File: config.mk
export PLATFORM = sky130hd
export DESIGN_NAME = pwcap_top
export DESIGN_NICKNAME = d
export VERILOG_FILES = /design/src/rtl/pwcap_pkg.sv /design/src/rtl/pwcap_sync.sv /design/src/rtl/pwcap_fsm.sv /design/src/rtl/pwcap_cnt.sv /design/src/rtl/pwcap_result.sv /design/src/rtl/pwcap_top.sv
export SDC_FILE = /design/constraint.sdc
export NUM_CORES = 1
export LEC_CHECK = 0
export ABC_AREA = 1
export BUFFER_PORTS_ARGS = -buffer_cell sky130_fd_sc_hd__buf_2
export CAP_MARGIN = 25
export CORE_MARGIN = 2
export CORE_UTILIZATION = 57
export DETAILED_ROUTE_END_ITERATION = 16
export PLACE_DENSITY_LB_ADDON = 0.08
export SLEW_MARGIN = 30
export SYNTH_ARGS = -nofsm -noshare
export SYNTH_HDL_FRONTEND = slang
export SYNTH_SLANG_ARGS = --single-unit
File: constraint.sdc
create_clock -name clk -period 3.31 [get_ports clk]
set_input_delay 0.662 -clock clk [delete_from_list [all_inputs] [get_ports clk]]
set_output_delay 0.662 -clock clk [all_outputs]
set_load 0.01 [all_outputs]
File: src/rtl/pwcap_pkg.sv
package pwcap_pkg;

    typedef enum logic [1:0] {
        ST_IDLE,
        ST_ARMED,
        ST_MEAS_HIGH,
        ST_MEAS_CYC
    } pwc_state_e;

    localparam logic [3:0] MODE_HIGH = 4'b1000;
    localparam logic [3:0] MODE_CYC  = 4'b1010;
    localparam logic [3:0] MODE_COMB = 4'b1001;

    function automatic logic is_capture(input logic [3:0] m);
        return (m == MODE_HIGH) || (m == MODE_CYC) || (m == MODE_COMB);
    endfunction

endpackage

File: src/rtl/pwcap_sync.sv
module pwcap_sync #(
    parameter int STAGES = 2
) (
    input  logic clk,
    input  logic rst_n,
    input  logic sig_i,
    output logic rise_o,
    output logic fall_o
);
    // pipe[STAGES-1] is the synchronized level; pipe[STAGES] is its previous value
    logic [STAGES:0] pipe_q;

    always_ff @(posedge clk or negedge rst_n) begin
        if (!rst_n) begin
            pipe_q <= '0;
        end else begin
            pipe_q <= {pipe_q[STAGES-1:0], sig_i};
        end
    end

    assign rise_o =  pipe_q[STAGES-1] & ~pipe_q[STAGES];
    assign fall_o = ~pipe_q[STAGES-1] &  pipe_q[STAGES];
endmodule

File: src/rtl/pwcap_fsm.sv
module pwcap_fsm
    import pwcap_pkg::*;
(
    input  logic       clk,
    input  logic       rst_n,
    input  logic       run_i,
    input  logic [3:0] mode_i,
    input  logic       rise_i,
    input  logic       fall_i,
    output logic       cnt_clr_o,
    output logic       cnt_run_o,
    output logic       store_o,
    output logic       store_force_o
);
    pwc_state_e state_q, state_d;

    always_ff @(posedge clk or negedge rst_n) begin
        if (!rst_n) begin
            state_q <= ST_IDLE;
        end else begin
            state_q <= state_d;
        end
    end

    always_comb begin
        state_d       = state_q;
        cnt_clr_o     = 1'b0;
        cnt_run_o     = 1'b0;
        store_o       = 1'b0;
        store_force_o = 1'b0;
        unique case (state_q)
            ST_IDLE: begin
                cnt_clr_o = 1'b1;
                if (run_i) begin
                    state_d = ST_ARMED;                       // T_ARM
                end
            end
            ST_ARMED: begin
                cnt_clr_o = 1'b1;
                if (!run_i) begin
                    state_d = ST_IDLE;                        // T_ABORT
                end else if (rise_i) begin
                    state_d = (mode_i == MODE_CYC) ? ST_MEAS_CYC   // T_BEGIN_CYC
                                                   : ST_MEAS_HIGH; // T_BEGIN_HIGH
                end
            end
            ST_MEAS_HIGH: begin
                if (!run_i) begin
                    cnt_clr_o = 1'b1;
                    state_d   = ST_IDLE;                      // T_ABORT
                end else begin
                    cnt_run_o = 1'b1;
                    if (fall_i) begin
                        store_o = 1'b1;
                        if (mode_i == MODE_COMB) begin
                            store_force_o = 1'b1;
                            state_d       = ST_MEAS_CYC;      // T_HIGH_TO_CYC
                        end else begin
                            cnt_clr_o = 1'b1;
                            state_d   = ST_ARMED;             // T_HIGH_DONE
                        end
                    end
                end
            end
            ST_MEAS_CYC: begin
                if (!run_i) begin
                    cnt_clr_o = 1'b1;
                    state_d   = ST_IDLE;                      // T_ABORT
                end else begin
                    cnt_run_o = 1'b1;
                    if (rise_i) begin
                        store_o   = 1'b1;
                        cnt_clr_o = 1'b1;
                        state_d   = (mode_i == MODE_COMB) ? ST_MEAS_HIGH  // T_CYC_TO_HIGH
                                                          : ST_MEAS_CYC;  // T_CYC_DONE
                    end
                end
            end
            default: state_d = ST_IDLE;
        endcase
    end
endmodule

File: src/rtl/pwcap_cnt.sv
module pwcap_cnt #(
    parameter int HALF_W = 8
) (
    input  logic                clk,
    input  logic                rst_n,
    input  logic                wide_i,
    input  logic                clr_i,
    input  logic                run_i,
    output logic [2*HALF_W-1:0] cap_val_o,
    output logic                ovf_evt_o
);
    localparam int CW = 2 * HALF_W;

    logic [CW-1:0] cnt_q;
    logic [CW-1:0] mask;
    logic [CW-1:0] inc;

    assign mask      = wide_i ? {CW{1'b1}} : {{HALF_W{1'b0}}, {HALF_W{1'b1}}};
    assign inc       = (cnt_q + 1'b1) & mask;
    assign cap_val_o = inc;
    assign ovf_evt_o = run_i && (cnt_q == mask);

    always_ff @(posedge clk or negedge rst_n) begin
        if (!rst_n) begin
            cnt_q <= '0;
        end else if (clr_i) begin
            cnt_q <= '0;
        end else if (run_i) begin
            cnt_q <= inc;
        end
    end
endmodule

File: src/rtl/pwcap_result.sv
module pwcap_result #(
    parameter int HALF_W = 8
) (
    input  logic                clk,
    input  logic                rst_n,
    input  logic                store_i,
    input  logic                force_i,
    input  logic [2*HALF_W-1:0] cap_val_i,
    input  logic                wide_i,
    input  logic                rd_lo_i,
    input  logic                rd_hi_i,
    input  logic                ovf_evt_i,
    input  logic                flg_wr_i,
    input  logic [1:0]          flg_wdata_i,
    output logic [2*HALF_W-1:0] data_o,
    output logic                full_o,
    output logic                ovf_o
);
    logic accept;
    logic rd_hit;
    logic unused_full_wr;

    // bit 1 of a flag write targets the full flag, which software cannot change
    assign unused_full_wr = flg_wdata_i[1];

    assign accept = store_i && (!full_o || force_i);
    assign rd_hit = wide_i ? rd_hi_i : rd_lo_i;

    always_ff @(posedge clk or negedge rst_n) begin
        if (!rst_n) begin
            data_o <= '0;
            full_o <= 1'b0;
            ovf_o  <= 1'b0;
        end else begin
            if (accept) begin
                data_o <= cap_val_i;
            end
            if (accept) begin
                full_o <= 1'b1;
            end else if (rd_hit) begin
                full_o <= 1'b0;
            end
            if (ovf_evt_i) begin
                ovf_o <= 1'b1;
            end else if (flg_wr_i && !flg_wdata_i[0]) begin
                ovf_o <= 1'b0;
            end
        end
    end
endmodule

File: src/rtl/pwcap_top.sv
module pwcap_top
    import pwcap_pkg::*;
#(
    parameter int HALF_W      = 8,
    parameter int SYNC_STAGES = 2
) (
    input  logic              clk,
    input  logic              rst_n,
    input  logic [3:0]        mode_i,
    input  logic              start_i,
    input  logic              cascade_i,
    input  logic              sig_i,
    input  logic              rd_lo_i,
    input  logic              rd_hi_i,
    input  logic              flg_wr_i,
    input  logic [1:0]        flg_wdata_i,
    output logic [HALF_W-1:0] data_lo_o,
    output logic [HALF_W-1:0] data_hi_o,
    output logic              full_o,
    output logic              ovf_o
);
    localparam int CW = 2 * HALF_W;

    logic          cap_mode;
    logic          run;
    logic          rise, fall;
    logic          cnt_clr, cnt_run, store, store_force;
    logic [CW-1:0] cap_val;
    logic          ovf_evt;
    logic [CW-1:0] data;
    logic          full_q;

    assign cap_mode = is_capture(mode_i);
    assign run      = start_i && cap_mode;

    pwcap_sync #(.STAGES(SYNC_STAGES)) i_sync (
        .clk    (clk),
        .rst_n  (rst_n),
        .sig_i  (sig_i),
        .rise_o (rise),
        .fall_o (fall)
    );

    pwcap_fsm i_fsm (
        .clk           (clk),
        .rst_n         (rst_n),
        .run_i         (run),
        .mode_i        (mode_i),
        .rise_i        (rise),
        .fall_i        (fall),
        .cnt_clr_o     (cnt_clr),
        .cnt_run_o     (cnt_run),
        .store_o       (store),
        .store_force_o (store_force)
    );

    pwcap_cnt #(.HALF_W(HALF_W)) i_cnt (
        .clk       (clk),
        .rst_n     (rst_n),
        .wide_i    (cascade_i),
        .clr_i     (cnt_clr),
        .run_i     (cnt_run),
        .cap_val_o (cap_val),
        .ovf_evt_o (ovf_evt)
    );

    pwcap_result #(.HALF_W(HALF_W)) i_result (
        .clk         (clk),
        .rst_n       (rst_n),
        .store_i     (store),
        .force_i     (store_force),
        .cap_val_i   (cap_val),
        .wide_i      (cascade_i),
        .rd_lo_i     (rd_lo_i),
        .rd_hi_i     (rd_hi_i),
        .ovf_evt_i   (ovf_evt),
        .flg_wr_i    (flg_wr_i),
        .flg_wdata_i (flg_wdata_i),
        .data_o      (data),
        .full_o      (full_q),
        .ovf_o       (ovf_o)
    );

    assign data_lo_o = data[HALF_W-1:0];
    assign data_hi_o = data[CW-1:HALF_W];
    assign full_o    = full_q && cap_mode;
endmodule

==> flow_summary.json, run 1 <==
{
  "areaGrowthSynthToFinish_pct": 11.6,
  "drc": 0,
  "fin_util_pct": 66.6,
  "wl_per_cell_um": 11.3,
  "place.gp.congestion": 0.908,
  "track_usage_pct": 22.1,
  "path_clk_slew_ps": 100,
  "mostFrequentLayoutCells": "nand2_1, nor2_1, dfrtp_1",
  "period_share_pct": 58.4,
  "synth_cell_type_count": 22,
  "final_cell_area_um2": 2240,
  "timing.slew.headroom_pct": 45.9,
  "use_met2_pct": 31.7,
  "cts_root_buf": "clkbuf_4",
  "num_vias": 1646,
  "drv_cap": 0,
  "portBuffers": 30,
  "drive_gt1_share_pct": 19.6,
  "synth_area_per_cell_um2": 7.93,
  "htreeDepth": 2,
  "tightest_slew_ps": 811,
  "fillers": 305,
  "crit_fanout": 2,
  "clock-skew-final_ps": 7.17,
  "hold_depth": 0,
  "numCtsBuffers": 5,
  "dieArea_um2": 4010,
  "leakagePower_nw": 1.13,
  "rsz0062_at_grt": "no",
  "antenna_cells": 0,
  "required_ps": 2650,
  "synth.ff_latch_count": 39,
  "gr-total-overflow": 0,
  "first_pass_iters": 4,
  "drtIter0Drc": 98,
  "start_util_pct": 59.6,
  "regArea_um2": 976,
  "ir_drop_uv": 332,
  "sw_frac_of_total_pct": 24.8,
  "dpl.hpwl_mm": 2.76,
  "use_met3_pct": 7.50,
  "internal_power_w": 0.000651,
  "finish.net_count": 300,
  "start_kind": "primary input",
  "finalSetupViolCount": 0,
  "die_y_um": 63.3,
  "cts_tree": "yes",
  "insertion_delay_ps": 340,
  "viasPerCell": 4.96,
  "core_um2": 3360,
  "timing.hold.ws_ps": 362,
  "pwr-share-seq_pct": 58.2,
  "hold_class": "flop to flop",
  "top_usage_layer": "met1",
  "dp.cells": 324,
  "die_w_um": 63.3,
  "synthCells": 253,
  "synth_area_um2": 2010,
  "layout_commonest_cell": "nand2_1",
  "placed_area_um2": 2170,
  "final_cell_count_no_fill": 332,
  "grt_pass1_wl_mm": 6.90,
  "grt_pass1_vias": 1553,
  "rows": 21,
  "antenna_found_initial": 0,
  "ant_nets": 0,
  "switchingPower_w": 0.000214,
  "ys_warn_count": 0,
  "fmax_mhz": 517,
  "fin_tns_setup_ps": 0,
  "cts_sinks": 39,
  "use_met1_pct": 31.9,
  "reg2reg_depth": 7,
  "totalWireLength_mm": 3.75,
  "critPathCaptureType": "output pin",
  "crit_type": "primary input to output pin",
  "grt_start_max_net_pins": 40,
  "multi_input_area_um2": 873,
  "outcome": "finished, final reports clean",
  "cts_setup_buffers": 0,
  "hold_viol_final": 0,
  "arrival_ps": 1270,
  "finalMaxSlewViolations": 0,
  "cts_hold_buf": 0,
  "cts_max_path_buffers": 2,
  "clockPowerShare_pct": 30.7,
  "ys_seq_area_share_pct": 48.7,
  "power_density_nw_per_um2": 386,
  "cts_resized": 0,
  "rrSetupSlack_ps": 1520,
  "syn_nets": 268,
  "pin_count": 32,
  "period_needed_ps": 1930,
  "combinationalPowerShare_pct": 11.1
}
==> layout make-up <==
cell class              instances  share of cell area (%)
clock buffers                   8                    3.07
well taps                      46                    2.57
multi-input cells             179                    39.0
inverters                      30                    5.03
flip-flops and latches         39                    43.6
repair buffers                 30                    6.71
==> registers in the layout, summed over array words and instances (netlist names) <==
signal / count
i_sync.pipe_q: 3
i_result.full_o: 1
i_result.ovf_o: 1
i_fsm.state_q: 2
i_result.data_o: 16
i_cnt.cnt_q: 16
==> cell families after synthesis <==
family | Yosys count | share of synthesized area [%]
xor+xnor | 6 | 2.62
compound gates | 32 | 11.0
flops | 39 | 48.7
simple gates | 140 | 29.3
buf+inv | 35 | 7.80
fa+ha+maj | 1 | 0.624
==> worst max-delay path: stages <==
cell	delay [ps]
buf_2	100
nor2_1	150
o21ai_1	130
nor2_1	90
buf_2	130
==> Yosys cell counts <==
master / count / area [um2]
o21ai_1: 2 / 10.0
buf_2: 2 / 10.0
a21oi_1: 3 / 15.0
o22ai_1: 1 / 6.26
nand4_1: 8 / 50.1
xor2_1: 3 / 26.3
xnor2_1: 3 / 26.3
ha_1: 1 / 12.5
nand2_1: 59 / 221
nor3_1: 3 / 15.0
buf_6: 3 / 33.8
o21ai_2: 14 / 123
o21a_1: 1 / 7.51
inv_1: 30 / 113
nand3_1: 21 / 105
dfrtp_1: 39 / 976
a21o_1: 1 / 7.51
nor2_1: 44 / 165
nor2_2: 2 / 12.5
o21ai_0: 9 / 45.0
a31oi_1: 1 / 6.26
nand2_2: 3 / 18.8
==> power by group through the flow <==
stage               Sequential [W]  Clock (W)  Combinational [W]
finish                    0.000504   0.000265          0.0000962
global placement          0.000512          0          0.0000952
floorplan                 0.000514          0          0.0000613
global route              0.000506   0.000299           0.000115
detailed placement        0.000513          0          0.0000964
CTS                       0.000503   0.000274          0.0000967
==> through the flow <==
step	power [W]	worst slack, ps
detailed placement	0.000609	1100
finish	0.000865	1380
CTS	0.000874	1390
floorplan	0.000575	1600
global route	0.000919	1200
global placement	0.000608	1150
==> path summary, 6_finish.rpt <==
path | startpoint | endpoint
worst max-delay path | mode_i[2] | full_o
max in group asynchronous | rst_n | i_result.data_o[13]
worst max register to register | i_fsm.state_q[1] | i_result.data_o[9]
worst min register to register | i_sync.pipe_q[0] | i_sync.pipe_q[1]
worst min-delay path | i_sync.pipe_q[0] | i_sync.pipe_q[1]
min in group asynchronous | rst_n | i_result.full_o
==> routing by layer <==
layer | vias up | routed length (um)
met5 | - | 0
met4 | 0 | 32
met3 | 4 | 211
met2 | 46 | 1610
met1 | 724 | 1900
li1 | 872 | -
(Power assumes the default switching activity.)
==> run 2, diff against run 1 <==
--- a/config.mk
+++ b/config.mk
@@ -9,7 +9,7 @@
 export BUFFER_PORTS_ARGS = -buffer_cell sky130_fd_sc_hd__buf_2
 export CAP_MARGIN = 25
 export CORE_MARGIN = 2
-export CORE_UTILIZATION = 57
+export CORE_UTILIZATION = 56
 export DETAILED_ROUTE_END_ITERATION = 16
 export PLACE_DENSITY_LB_ADDON = 0.08
 export SLEW_MARGIN = 30
==> constraint.sdc (replaced) <==
create_clock -name clk -period 1.79 [get_ports clk]
set_input_delay 0.358 -clock clk [delete_from_list [all_inputs] [get_ports clk]]
set_output_delay 0.358 -clock clk [all_outputs]
set_load 0.01 [all_outputs]
==> flow_summary.json, run 2 (synthesis gave the netlist of run 1 again) <==
{
  "outcome": "finished, final reports clean",
  "cts_hold_buf": 0,
  "finalMaxSlewViolations": 0,
  "use_met2_pct": 33.2,
  "die_y_um": 63.8,
  "drtIter0Drc": 76,
  "rrSetupSlack_ps": 230,
  "cts_root_buf": "clkbuf_4",
  "drc": 0,
  "dp_slack_ps": 234,
  "fmax_mhz": 641,
  "first_pass_iters": 4,
  "placed_area_um2": 2210,
  "crit_start": "i_cnt.cnt_q[1]",
  "tightest_slew_ps": 470,
  "timing.rr.start": "i_cnt.cnt_q[1]",
  "antenna_found_initial": 0,
  "pin_count": 32,
  "required_ps": 2040,
  "core_um2": 3390,
  "path_clk_slew_ps": 120,
  "fin_tns_setup_ps": 0,
  "cts_max_path_buffers": 2,
  "critPathCaptureType": "flop",
  "dpl.hpwl_mm": 2.91,
  "start_util_pct": 59.2,
  "crit_type": "flop to flop",
  "cts_tree": "yes",
  "reg_top3": "i_cnt.cnt_q x16, i_result.data_o x16, i_sync.pipe_q x3",
  "drive_gt1_share_pct": 21.6,
  "ir_drop_uv": 522,
  "numCtsBuffers": 5,
  "layout_commonest_cell": "nand2_1",
  "top_usage_layer": "met2",
  "leakagePower_nw": 1.17,
  "totalWireLength_mm": 3.90,
  "endpoint": "i_result.data_o[12]",
  "viasPerCell": 4.99,
  "use_met1_pct": 31.3,
  "power_density_nw_per_um2": 749,
  "mostFrequentLayoutCells": "nand2_1, nor2_1, dfrtp_1",
  "ant_nets": 0,
  "clock-skew-final_ps": 14.2,
  "period_share_pct": 87.1,
  "cts_resized": 0,
  "use_met3_pct": 4.40,
  "rows": 21,
  "cts_sinks": 39,
  "portBuffers": 30,
  "start_kind": "flop",
  "cts_setup_buffers": 0,
  "wl_per_cell_um": 11.5,
  "timing.slew.headroom_pct": 68.7,
  "dieArea_um2": 4080,
  "track_usage_pct": 22.3,
  "arrival_ps": 1810,
  "grt_pass1_wl_mm": 7.01,
  "reg2reg_depth": 8,
  "drv_cap": 0,
  "finish.net_count": 306,
  "areaGrowthSynthToFinish_pct": 14.7,
  "gr-total-overflow": 0,
  "r2r_end": "i_result.data_o[12]",
  "rsz0062_at_grt": "no",
  "place.gp.congestion": 0.869,
  "final_cell_area_um2": 2300,
  "grt_start_max_net_pins": 40,
  "num_vias": 1686,
  "grt_pass1_vias": 1610,
  "finalSetupViolCount": 0,
  "worst_slack_ps": 230,
  "hold_viol_final": 0,
  "htreeDepth": 2,
  "crit_fanout": 4,
  "period_needed_ps": 1560,
  "die_w_um": 63.8,
  "hold_class": "primary input to async pin",
  "insertion_delay_ps": 360,
  "fin_util_pct": 67.9,
  "antenna_cells": 0
}
-- run 2: cell count changes in the layout (fill, tap and decap cells not counted) --
cell / before / now
buf_4: 0 / 6
bufinv_16: 0 / 1
clkbuf_1: 1 / 0
clkbuf_8: 2 / 1
clkinv_2: 0 / 1
-- run 2: area by class of cell --
type | instances | area (um2)
Inverter | 30 | 113
Timing Repair Buffer | 36 | 195
Clock buffer | 6 | 51.3
Fill cell | 296 | 1090
Clock inverter | 2 | 35.0
Sequential cell | 39 | 976
Multi-Input combinational cell | 179 | 873
Tap cell | 46 | 57.6
-- run 2: metrics by stage --
step	total power, W	hold WS, ps	cells
final	0.00172	28.7	338
after global routing	0.00181	73.8	338
after CTS	0.00174	41.5	338
after detailed placement	0.00113	340	330
after global placement	0.00113	350	330
after floorplan	0.00106	62.4	253
-- run 2: worst min path at each step --
stage	startpoint	endpoint	slack, ps
after global placement	i_sync.pipe_q[0]	i_sync.pipe_q[1]	350
after CTS	rst_n	i_result.data_o[3]	40
after global routing	rst_n	i_result.data_o[3]	70
after floorplan	rst_n	i_cnt.cnt_q[0]	60
final	rst_n	i_result.data_o[3]	30
after detailed placement	i_sync.pipe_q[0]	i_sync.pipe_q[1]	340
-- run 2: where the power goes --
group          internal (W)  switching [W]
Sequential         0.000908      0.0000221
Combinational     0.0000661       0.000114
Clock              0.000330       0.000284
-- run 2: routing by layer --
metal | part of all wire, % | up-vias | routed length [um]
li1 | - | 883 | -
met1 | 50 | 759 | 1940
met2 | 44 | 37 | 1710
met3 | 4.7 | 7 | 185
met4 | 1.4 | 0 | 56
met5 | 0 | - | 0
-- run 2: worst max-delay path: stages, from the launching register on --
cell	delay [ps]
dfrtp_1	410
ha_1	200
nand3_1	170
inv_1	110
nand3_1	90
o21ai_0	280
nor2_1	70
nand2_1	70
nand2_1	50
==> run 3, diff against run 2 <==
--- a/config.mk
+++ b/config.mk
@@ -5,11 +5,10 @@
 export SDC_FILE = /design/constraint.sdc
 export NUM_CORES = 1
 export LEC_CHECK = 0
-export ABC_AREA = 1
 export BUFFER_PORTS_ARGS = -buffer_cell sky130_fd_sc_hd__buf_2
 export CAP_MARGIN = 25
 export CORE_MARGIN = 2
-export CORE_UTILIZATION = 56
+export CORE_UTILIZATION = 55
 export DETAILED_ROUTE_END_ITERATION = 16
 export PLACE_DENSITY_LB_ADDON = 0.08
 export SLEW_MARGIN = 30
==> flow_summary.json, run 3 <==
{
  "synth_top_cell_area_share_pct": 50.4,
  "gr-total-overflow": 0,
  "critPathCaptureType": "flop",
  "hold_viol_final": 0,
  "finalSetupViolCount": 0,
  "viasPerCell": 5.66,
  "finalMaxSlewViolations": 0,
  "drtIter0Drc": 79,
  "power_density_nw_per_um2": 662,
  "leakagePower_nw": 1.15,
  "crit_start": "i_sync.pipe_q[1]",
  "synth_area_leader_cell": "dfrtp_1",
  "htreeDepth": 2,
  "start_kind": "flop",
  "pin_count": 32,
  "synth_edf_count": 0,
  "reg_top3": "i_cnt.cnt_q x16, i_result.data_o x16, i_sync.pipe_q x3",
  "cts_root_buf": "clkbuf_4",
  "ys_seq_area_share_pct": 50.4,
  "num_vias": 1517,
  "fmax_mhz": 599,
  "die_y_um": 63.4,
  "yosysMostFrequentCell": "dfrtp_1",
  "core_um2": 3360,
  "place.gp.congestion": 0.848,
  "outcome": "finished, final reports clean",
  "timing.slew.headroom_pct": 68.0,
  "synth_async_sr_flop_share_pct": 100,
  "dominantRegCellSynth": "dfrtp_1",
  "crit_type": "flop to flop",
  "ant_nets": 0,
  "antenna_found_initial": 0,
  "cts_sinks": 39,
  "period_share_pct": 93.3,
  "dieArea_um2": 4010,
  "path_clk_slew_ps": 110,
  "rows": 21,
  "syn_nets": 191,
  "final_cell_area_um2": 2350,
  "placed_area_um2": 2190,
  "synth_area_per_cell_um2": 11.0,
  "ys_warn_count": 0,
  "numCtsBuffers": 5,
  "grt_pass1_vias": 1539,
  "mostFrequentLayoutCells": "dfrtp_1, buf_2, nor2_1",
  "dpl.hpwl_mm": 2.92,
  "clock-skew-final_ps": 11.9,
  "fillers": 286,
  "synthTopCellsByArea": "dfrtp_1, mux2i_1, mux2_2, nor2_1, nand2_1",
  "cts_max_path_buffers": 2,
  "required_ps": 2010,
  "period_needed_ps": 1670,
  "tightest_slew_ps": 481,
  "cts_tree": "yes",
  "grt_start_max_net_pins": 21,
  "synth.ff_latch_count": 39,
  "first_pass_iters": 4,
  "track_usage_pct": 22.2,
  "layout_commonest_cell": "dfrtp_1",
  "synth_area_um2": 1940,
  "min_from": "sig_i",
  "timing.rr.start": "i_sync.pipe_q[1]",
  "hold_class": "primary input to flop",
  "wl_per_cell_um": 15.4,
  "totalWireLength_mm": 4.13,
  "antenna_cells": 0,
  "die_w_um": 63.4,
  "portBuffers": 30,
  "ir_drop_uv": 503,
  "synthCells": 176,
  "drive_gt1_share_pct": 31.5,
  "synth_common_cells": "dfrtp_1, nor2_1, nand2_1",
  "start_util_pct": 57.6,
  "dp_slack_ps": -0.143,
  "drv_cap": 0,
  "areaGrowthSynthToFinish_pct": 21.4,
  "synth_cell_type_count": 43,
  "finish.net_count": 236,
  "arrival_ps": 1890,
  "insertion_delay_ps": 350,
  "crit_fanout": 6,
  "worst_slack_ps": 121,
  "drc": 0,
  "grt_pass1_wl_mm": 7.04
}
-- run 3: cell types whose count changed after synthesis, sizes merged, moves of 4 or more --
cell / delta
o21ai: -22
nor2b: +5
inv: -19
and3: +4
nor2: -32
nor4: +5
nand3: -13
nand2: -49
nand2b: +7
mux2: +10
mux2i: +11
-- run 3: area by class of cell --
class	instances	area, um2	area share [%]
flip-flops and latches	39	977	41.5
multi-input cells	122	940	39.9
repair buffers	42	255	10.9
well taps	46	57.6	2.45
clock inverters	3	43.8	1.86
inverters	11	41.3	1.76
clock buffers	5	37.5	1.60
-- run 3: cells by family (layout without fill, tap and decap cells) --
group | count (synthesis) | after routing | share of synthesized area, %
XOR/XNOR | 6 | 6 | 2.71
multiplexers | 21 | 21 | 11.7
buffers and inverters | 16 | 61 | 3.68
AND/OR/NAND/NOR | 76 | 76 | 22.7
flip-flops | 39 | 39 | 50.4
AO/OA/AOI/OAI | 17 | 18 | 8.20
adder cells (fa/ha/maj) | 1 | 1 | 0.645
-- run 3: routing by layer --
metal | share of wire [%] | global-route usage, % | routed length [um]
met2 | 51 | 37.6 | 2100
met5 | 0 | 0 | 0
met1 | 43 | 28.2 | 1780
met3 | 5.3 | 5.18 | 219
met4 | 0.92 | 7.07 | 38
-- run 3: worst paths after layout --
kind | endpoint | slack [ps] | cells past startpoint
worst max register to register | i_result.data_o[6] | 120 | 6
worst max-delay path | i_result.data_o[6] | 120 | 6
worst min-delay path | i_sync.pipe_q[0] | 110 | 1
worst min register to register | i_sync.pipe_q[1] | 360 | 0
min in group asynchronous | i_result.ovf_o | 490 | 2
max in group asynchronous | i_cnt.cnt_q[13] | 820 | 3
-- run 3: critical path: stages (launching register included) --
cell and delay (ps):
dfrtp_1 440, nand2b_1 210, o41ai_4 230, buf_4 200, o211ai_4 150, buf_4 210, mux2i_1 120
-- run 3: stage by stage --
| stage | util (%) | power [W] | setup TNS, ps | std cells | hold slack [ps] |
|---|---|---|---|---|---|
| 3_3_place_gp | 65.1 | 0.000981 | 0 | 255 | 332 |
| 4_1_cts | 67.8 | 0.00157 | 0 | 264 | 95.8 |
| 3_5_place_dp | 65.1 | 0.000986 | -0.143 | 255 | 336 |
| 5_1_grt | 69.9 | 0.00162 | -1.79 | 268 | 88.4 |
| 6_report | 69.9 | 0.00156 | 0 | 268 | 114 |
| 2_1_floorplan | - | 0.000936 | 0 | 176 | 62.4 |
-- run 3: power breakdown --
group          internal (W)  total (W)  switching, W  leakage, nW
clock network      0.000294   0.000586      0.000292       0.0452
registers          0.000886   0.000892    0.00000510        0.495
logic             0.0000323  0.0000798     0.0000475        0.609
total               0.00121    0.00156      0.000344         1.15
-- run 3: what timing repair did --
action | 4_1_cts | 5_1_grt
endpoints found under the setup margin | 1 | 24
hold endpoints to repair | 19 | 0
gates cloned | 0 | 1
hold buffers | 1 | 0
pin swaps | 1 | 2
setup buffers | 0 | 3
gates resized for setup | 0 | 8
